`config.mk`:
```
export PLATFORM = sky130hd
export DESIGN_NAME = bus_loopback_reg
export DESIGN_NICKNAME = d
export VERILOG_FILES = /design/src/rtl/bus_loopback_pkg.sv /design/src/rtl/bl_sync.sv /design/src/rtl/bl_strobe_ctrl.sv /design/src/rtl/bl_loop_reg.sv /design/src/rtl/bl_read_drive.sv /design/src/rtl/bus_loopback_reg.sv
export SDC_FILE = /design/constraint.sdc
export NUM_CORES = 1
export LEC_CHECK = 0
export BUFFER_PORTS_ARGS = -buffer_cell sky130_fd_sc_hd__buf_4
export CAP_MARGIN = 15
export CORE_AREA = 2 2 117 119
export DETAILED_ROUTE_END_ITERATION = 10
export DIE_AREA = 0 0 119 121
export SETUP_SLACK_MARGIN = 0.3
export SLEW_MARGIN = 20
export SYNTH_ARGS = -nofsm -noshare
export SYNTH_HDL_FRONTEND = slang
export SYNTH_SLANG_ARGS = --single-unit
```
`constraint.sdc`:
```
create_clock -name clk -period 1.45 [get_ports clk]
set_input_delay 0.145 -clock clk [delete_from_list [all_inputs] [get_ports clk]]
set_output_delay 0.145 -clock clk [all_outputs]
set_load 0.01 [all_outputs]
```
`src/rtl/bus_loopback_pkg.sv`:
```
package bus_loopback_pkg;
  parameter int LB_DATA_W = 32;
  parameter int LB_ADDR_W = 24;
  parameter int LB_SYNC_STAGES = 2;

  // control bit positions in the synchronised strobe vector
  localparam int CTL_CS = 0;
  localparam int CTL_WE = 1;
  localparam int CTL_OE = 2;
  localparam int CTL_N  = 3;
endpackage

```
`src/rtl/bl_sync.sv`:
```
module bl_sync #(
  parameter int W = 1,
  parameter int STAGES = 2,
  parameter logic [W-1:0] RST_VAL = '0
) (
  input  logic         clk,
  input  logic         rst,
  input  logic [W-1:0] d,
  output logic [W-1:0] q
);
  logic [W-1:0] stage [STAGES];

  genvar i;
  generate
    for (i = 0; i < STAGES; i++) begin : g_stage
      if (i == 0) begin : g_first
        always_ff @(posedge clk) begin
          if (rst) stage[i] <= RST_VAL;
          else     stage[i] <= d;
        end
      end else begin : g_next
        always_ff @(posedge clk) begin
          if (rst) stage[i] <= RST_VAL;
          else     stage[i] <= stage[i-1];
        end
      end
    end
  endgenerate

  assign q = stage[STAGES-1];
endmodule

```
`src/rtl/bl_strobe_ctrl.sv`:
```
module bl_strobe_ctrl #(
  parameter int DW = 32,
  parameter int AW = 24
) (
  input  logic          clk,
  input  logic          rst,
  input  logic          cs_s_n,
  input  logic          we_s_n,
  input  logic [AW-1:0] addr,
  input  logic [DW-1:0] din,
  output logic          commit,
  output logic [AW-1:0] cap_addr,
  output logic [DW-1:0] cap_data
);
  logic we_q_n;
  logic armed;
  logic strobe_start;
  logic strobe_end;

  assign strobe_start = we_q_n & ~we_s_n;
  assign strobe_end   = ~we_q_n & we_s_n;

  always_ff @(posedge clk) begin
    if (rst) begin
      we_q_n   <= 1'b1;
      armed    <= 1'b0;
      commit   <= 1'b0;
      cap_addr <= '0;
      cap_data <= '0;
    end else begin
      we_q_n <= we_s_n;
      commit <= 1'b0;
      if (strobe_start && !cs_s_n) begin
        armed    <= 1'b1;
        cap_addr <= addr;
        cap_data <= din;
      end
      if (strobe_end && armed) begin
        commit <= 1'b1;
        armed  <= 1'b0;
      end
    end
  end
endmodule

```
`src/rtl/bl_loop_reg.sv`:
```
module bl_loop_reg #(
  parameter int DW = 32,
  parameter int AW = 24
) (
  input  logic          clk,
  input  logic          rst,
  input  logic          commit,
  input  logic [AW-1:0] cap_addr,
  input  logic [DW-1:0] cap_data,
  output logic [DW-1:0] stored
);
  localparam int PAD_W = DW - AW;

  logic [DW-1:0] next_val;

  generate
    if (PAD_W > 0) begin : g_pad
      always_comb next_val = (cap_addr == '0) ? cap_data : {{PAD_W{1'b0}}, cap_addr};
    end else begin : g_nopad
      always_comb next_val = (cap_addr == '0) ? cap_data : cap_addr[DW-1:0];
    end
  endgenerate

  always_ff @(posedge clk) begin
    if (rst)         stored <= '0;
    else if (commit) stored <= next_val;
  end
endmodule

```
`src/rtl/bl_read_drive.sv`:
```
module bl_read_drive #(
  parameter int DW = 32
) (
  input  logic          clk,
  input  logic          rst,
  input  logic          cs_s_n,
  input  logic          oe_s_n,
  input  logic [DW-1:0] stored,
  output logic [DW-1:0] dout,
  output logic          dout_en
);
  logic drive;
  assign drive = ~cs_s_n & ~oe_s_n;

  always_ff @(posedge clk) begin
    if (rst) begin
      dout    <= '0;
      dout_en <= 1'b0;
    end else begin
      dout_en <= drive;
      dout    <= drive ? stored : '0;
    end
  end
endmodule

```
`src/rtl/bus_loopback_reg.sv`:
```
module bus_loopback_reg
  import bus_loopback_pkg::*;
#(
  parameter int DATA_W = LB_DATA_W,
  parameter int ADDR_W = LB_ADDR_W,
  parameter int SYNC_STAGES = LB_SYNC_STAGES
) (
  input  logic              clk,
  input  logic              rst,
  input  logic              bus_cs_n,
  input  logic              bus_we_n,
  input  logic              bus_oe_n,
  input  logic [ADDR_W-1:0] bus_addr,
  input  logic [DATA_W-1:0] bus_din,
  output logic [DATA_W-1:0] bus_dout,
  output logic              bus_dout_en
);
  logic [CTL_N-1:0]  ctl_raw;
  logic [CTL_N-1:0]  ctl_s;
  logic              cs_s_n;
  logic              we_s_n;
  logic              oe_s_n;
  logic              commit;
  logic [ADDR_W-1:0] cap_addr;
  logic [DATA_W-1:0] cap_data;
  logic [DATA_W-1:0] stored;

  always_comb begin
    ctl_raw         = '1;
    ctl_raw[CTL_CS] = bus_cs_n;
    ctl_raw[CTL_WE] = bus_we_n;
    ctl_raw[CTL_OE] = bus_oe_n;
  end

  bl_sync #(.W(CTL_N), .STAGES(SYNC_STAGES), .RST_VAL({CTL_N{1'b1}})) u_sync (
    .clk(clk), .rst(rst), .d(ctl_raw), .q(ctl_s)
  );

  assign cs_s_n = ctl_s[CTL_CS];
  assign we_s_n = ctl_s[CTL_WE];
  assign oe_s_n = ctl_s[CTL_OE];

  bl_strobe_ctrl #(.DW(DATA_W), .AW(ADDR_W)) u_strobe (
    .clk(clk), .rst(rst), .cs_s_n(cs_s_n), .we_s_n(we_s_n),
    .addr(bus_addr), .din(bus_din),
    .commit(commit), .cap_addr(cap_addr), .cap_data(cap_data)
  );

  bl_loop_reg #(.DW(DATA_W), .AW(ADDR_W)) u_reg (
    .clk(clk), .rst(rst), .commit(commit),
    .cap_addr(cap_addr), .cap_data(cap_data), .stored(stored)
  );

  bl_read_drive #(.DW(DATA_W)) u_rd (
    .clk(clk), .rst(rst), .cs_s_n(cs_s_n), .oe_s_n(oe_s_n),
    .stored(stored), .dout(bus_dout), .dout_en(bus_dout_en)
  );
endmodule

```
==> impl_metrics.env <==
export IMPL_clockBufferDepth=2
export IMPL_synth_top_area_share_pct=58.9
export IMPL_synth_ff_type="dfxtp_1"
export IMPL_rsz0062_at_grt="true"
export IMPL_synthesis_area_sq_um=4420
export IMPL_cp_start_kind="flip-flop"
export IMPL_ctsHtreeMaxLevel=4
export IMPL_ys_seq_area_share_pct=58.9
export IMPL_die_h_um=121
export IMPL_critPathCaptureType="flip-flop"
export IMPL_cts_root_buf="clkbuf_16"
export IMPL_drtAntennaViolNets=0
export IMPL_rows=42
export IMPL_layout_nets=749
export IMPL_worst_path_max_fanout=12
export IMPL_postLayoutSetupSlackWorst_ns=-0.277
export IMPL_slowest_delay_ns=0.57
export IMPL_grt_pass1_wl_um=22700
export IMPL_period_share_pct=119
export IMPL_wl_met3_um=1030
export IMPL_slowest_stage="or4_4"
export IMPL_hold_path_class="input pin to flip-flop"
export IMPL_synth_seq_cells=130
export IMPL_synthArstFlopShare_pct=0
export IMPL_clkLatencyLatePin_ns=0.42
export IMPL_fin_util_pct=62.0
export IMPL_die_w_um=119
export IMPL_grt_usage_pct=20.6
export IMPL_drv_slew=0
export IMPL_register_area_sq_um=2610
export IMPL_synth_fp_nets=549
export IMPL_ios=94
export IMPL_cts_tree="yes"
export IMPL_numCtsBuffers=17
export IMPL_grt_antenna_before_repair=0
export IMPL_cts_sinks=130
export IMPL_finalWeightedCongestion=0.816
export IMPL_fillerInstances=961
export IMPL_place_inst=749
export IMPL_outcome="finished with violations"
export IMPL_reg2reg_slack_ns=-0.28
export IMPL_synth_edff_count=0
export IMPL_clock_fmax_mhz=579
export IMPL_peakVddDrop_mv=0.953
export IMPL_area_delta_synth_final_pct=83.6
export IMPL_initial_utilization_pct=33.8
export IMPL_netlist_instances=488
export IMPL_yosys_top_cells_count="dfxtp_1 (130), nand2_1 (112), a21oi_1 (65)"
export IMPL_required_ns=1.77
export IMPL_synth_area_leaders="dfxtp_1 (59%), nand2_1 (9.5%), a21oi_1 (7.4%)"
export IMPL_crit_type="flip-flop to flip-flop"
export IMPL_dp_hpwl_um=7220
export IMPL_pre_cts_slack_ns=-0.214
export IMPL_wirelength_um=15800
export IMPL_syn_avg_cell_area_sq_um=9.05
export IMPL_ys_warn_count=0
export IMPL_grt_pass1_vias=4350
export IMPL_multi_input_area_sq_um=2150
export IMPL_grt_max_degree=89
export IMPL_path_depth=5
export IMPL_drtIter0Drc=300
export IMPL_slew_headroom_pct=70.8
export IMPL_cts_clk_slew_worst_paths_ns=0.06
export IMPL_met2_length_um=7860
export IMPL_grt_overflow_total=0
export IMPL_total_power_mw=9.22
export IMPL_yosysMostFrequentCell="dfxtp_1"
export IMPL_crit_family="simple AND/OR/NAND/NOR gates"
export IMPL_path_cells="or4_4 > nor2_8 > clkbuf_16 > a31oi_1 > a211oi_1"
export IMPL_min_period_ns=1.73
export IMPL_hold_depth=3
export IMPL_routed_top_layer="met4"
export IMPL_yosys_area_top_type="dfxtp_1"
export IMPL_viasPerCell=5.04
export IMPL_setup_viol=32
export IMPL_routedWlPerCell_um=18.0
export IMPL_failed_checks="negative setup slack"
export IMPL_io_buffer_count=93
export IMPL_m1WireLength_um=6380
export IMPL_worstPathArrival_ns=2.05
export IMPL_path_buf_inv=1
export IMPL_drive_above_1_share_pct=47.4
export IMPL_holdWs_ns=0.0105
export IMPL_leakage_nw=3.24
export IMPL_reg2reg_depth=5
export IMPL_vias=4411
export IMPL_stdcell_count=876
export IMPL_synth_distinct_cells=24
export IMPL_worst_slew_pin_slew_ns=0.438
export IMPL_route_detailed_drc=0
export IMPL_dr_pass1_iters=5
export IMPL_fin_skew_ns=0.0116
export IMPL_power_density_nw_per_um2=1140
export IMPL_hold_viol=0
export IMPL_drv_cap=0
export IMPL_core_area_sq_um=13100
export IMPL_antennaDiodeCount=0
export IMPL_fp_dieArea_sq_um=14400
[final timing paths]
kind | from | endpoint
setup / recovery | u_strobe.cap_addr[9]$_SDFFE_PP0P_ | u_reg.stored[19]$_SDFFE_PP0P_
setup reg to reg | u_strobe.cap_addr[9]$_SDFFE_PP0P_ | u_reg.stored[19]$_SDFFE_PP0P_
hold / removal | bus_din[6] | u_strobe.cap_data[6]$_SDFFE_PP0P_
hold reg to reg | u_sync.stage[0][1]$_SDFF_PP1_ | u_sync.stage[1][1]$_SDFF_PP1_
[state kept, by name, indices dropped and copies added (netlist names)]
| register | flops |
|---|---|
| u_strobe.cap_addr | 24 |
| u_reg.stored | 32 |
| u_strobe.we_q_n | 1 |
| u_strobe.armed | 1 |
| u_strobe.cap_data | 32 |
| u_strobe.commit | 1 |
| u_rd.dout | 32 |
| u_rd.dout_en | 1 |
| u_sync.stage | 6 |
[per-stage QoR]
| step | TNS [ns] | instance area [sq um] |
|---|---|---|
| floorplan | -0.421 | 4440 |
| finish | -6.59 | 8110 |
| CTS | -3.08 | 7720 |
| detailed placement | -4.08 | 5490 |
| global route | -8.20 | 8110 |
| global placement | -3.31 | 5490 |
[power by group]
group / switching (mW) / leakage [nW] / internal (mW) / total (mW)
clock: 1.60 / 0.333 / 3.44 / 5.03
combinational: 0.243 / 1.86 / 0.333 / 0.576
sequential: 0.0152 / 1.05 / 3.59 / 3.61
total: 1.85 / 3.24 / 7.36 / 9.22
[routing by layer]
metal	global-route usage, %	up-vias
li1	-	2059
met1	24.5	2117
met2	33.9	193
met3	5.26	42
met4	11.8	0
met5	0	-
[cell type report]
type,count,share of cell area (%)
tap,176,2.71
sequential,130,32.2
clock buffer,18,5.41
clock inverter,13,3.16
timing repair buffer,221,30.0
inverter,1,0.0771
multi-input combinational,317,26.4
[worst register-to-register path, stage by stage, from the launching register on]
cell and delay, ns:
dfxtp_2 0.32, or4_4 0.57, nor2_8 0.22, clkbuf_16 0.20
a31oi_1 0.09, a211oi_1 0.24
[kinds of logic after synthesis]
| group | after synthesis | synth area share (%) |
|---|---|---|
| simple gates | 203 | 21.7 |
| flops | 130 | 58.9 |
| compound gates | 114 | 15.0 |
| buf+inv | 41 | 4.42 |
[layout by cell type, fill, tap and decap left out, types with 4 or more instances in the layout]
cell type,instances
a211oi_1,15
a211oi_2,9
a21oi_1,63
a31oi_1,18
and2_1,9
and2_4,23
buf_12,20
buf_16,14
buf_4,119
buf_6,11
bufinv_16,7
clkbuf_16,21
dfxtp_1,125
dfxtp_2,4
dlygate4sd3_1,53
nand2_1,41
nand2_2,45
nand2_4,26
nand2b_1,8
nand4_1,8
nor2_1,24
or2_2,7
[what timing repair did]
| action | CTS | global route |
|---|---|---|
| endpoints found under the setup margin | 88 | 93 |
| setup buffers | 23 | 2 |
| hold buffers | 53 | 0 |
| cloned | 14 | 4 |
| hold endpoints to repair | 54 | 0 |
| pin swaps | 73 | 40 |
| gates resized for setup | 117 | 65 |
(Power assumes the default switching activity.)
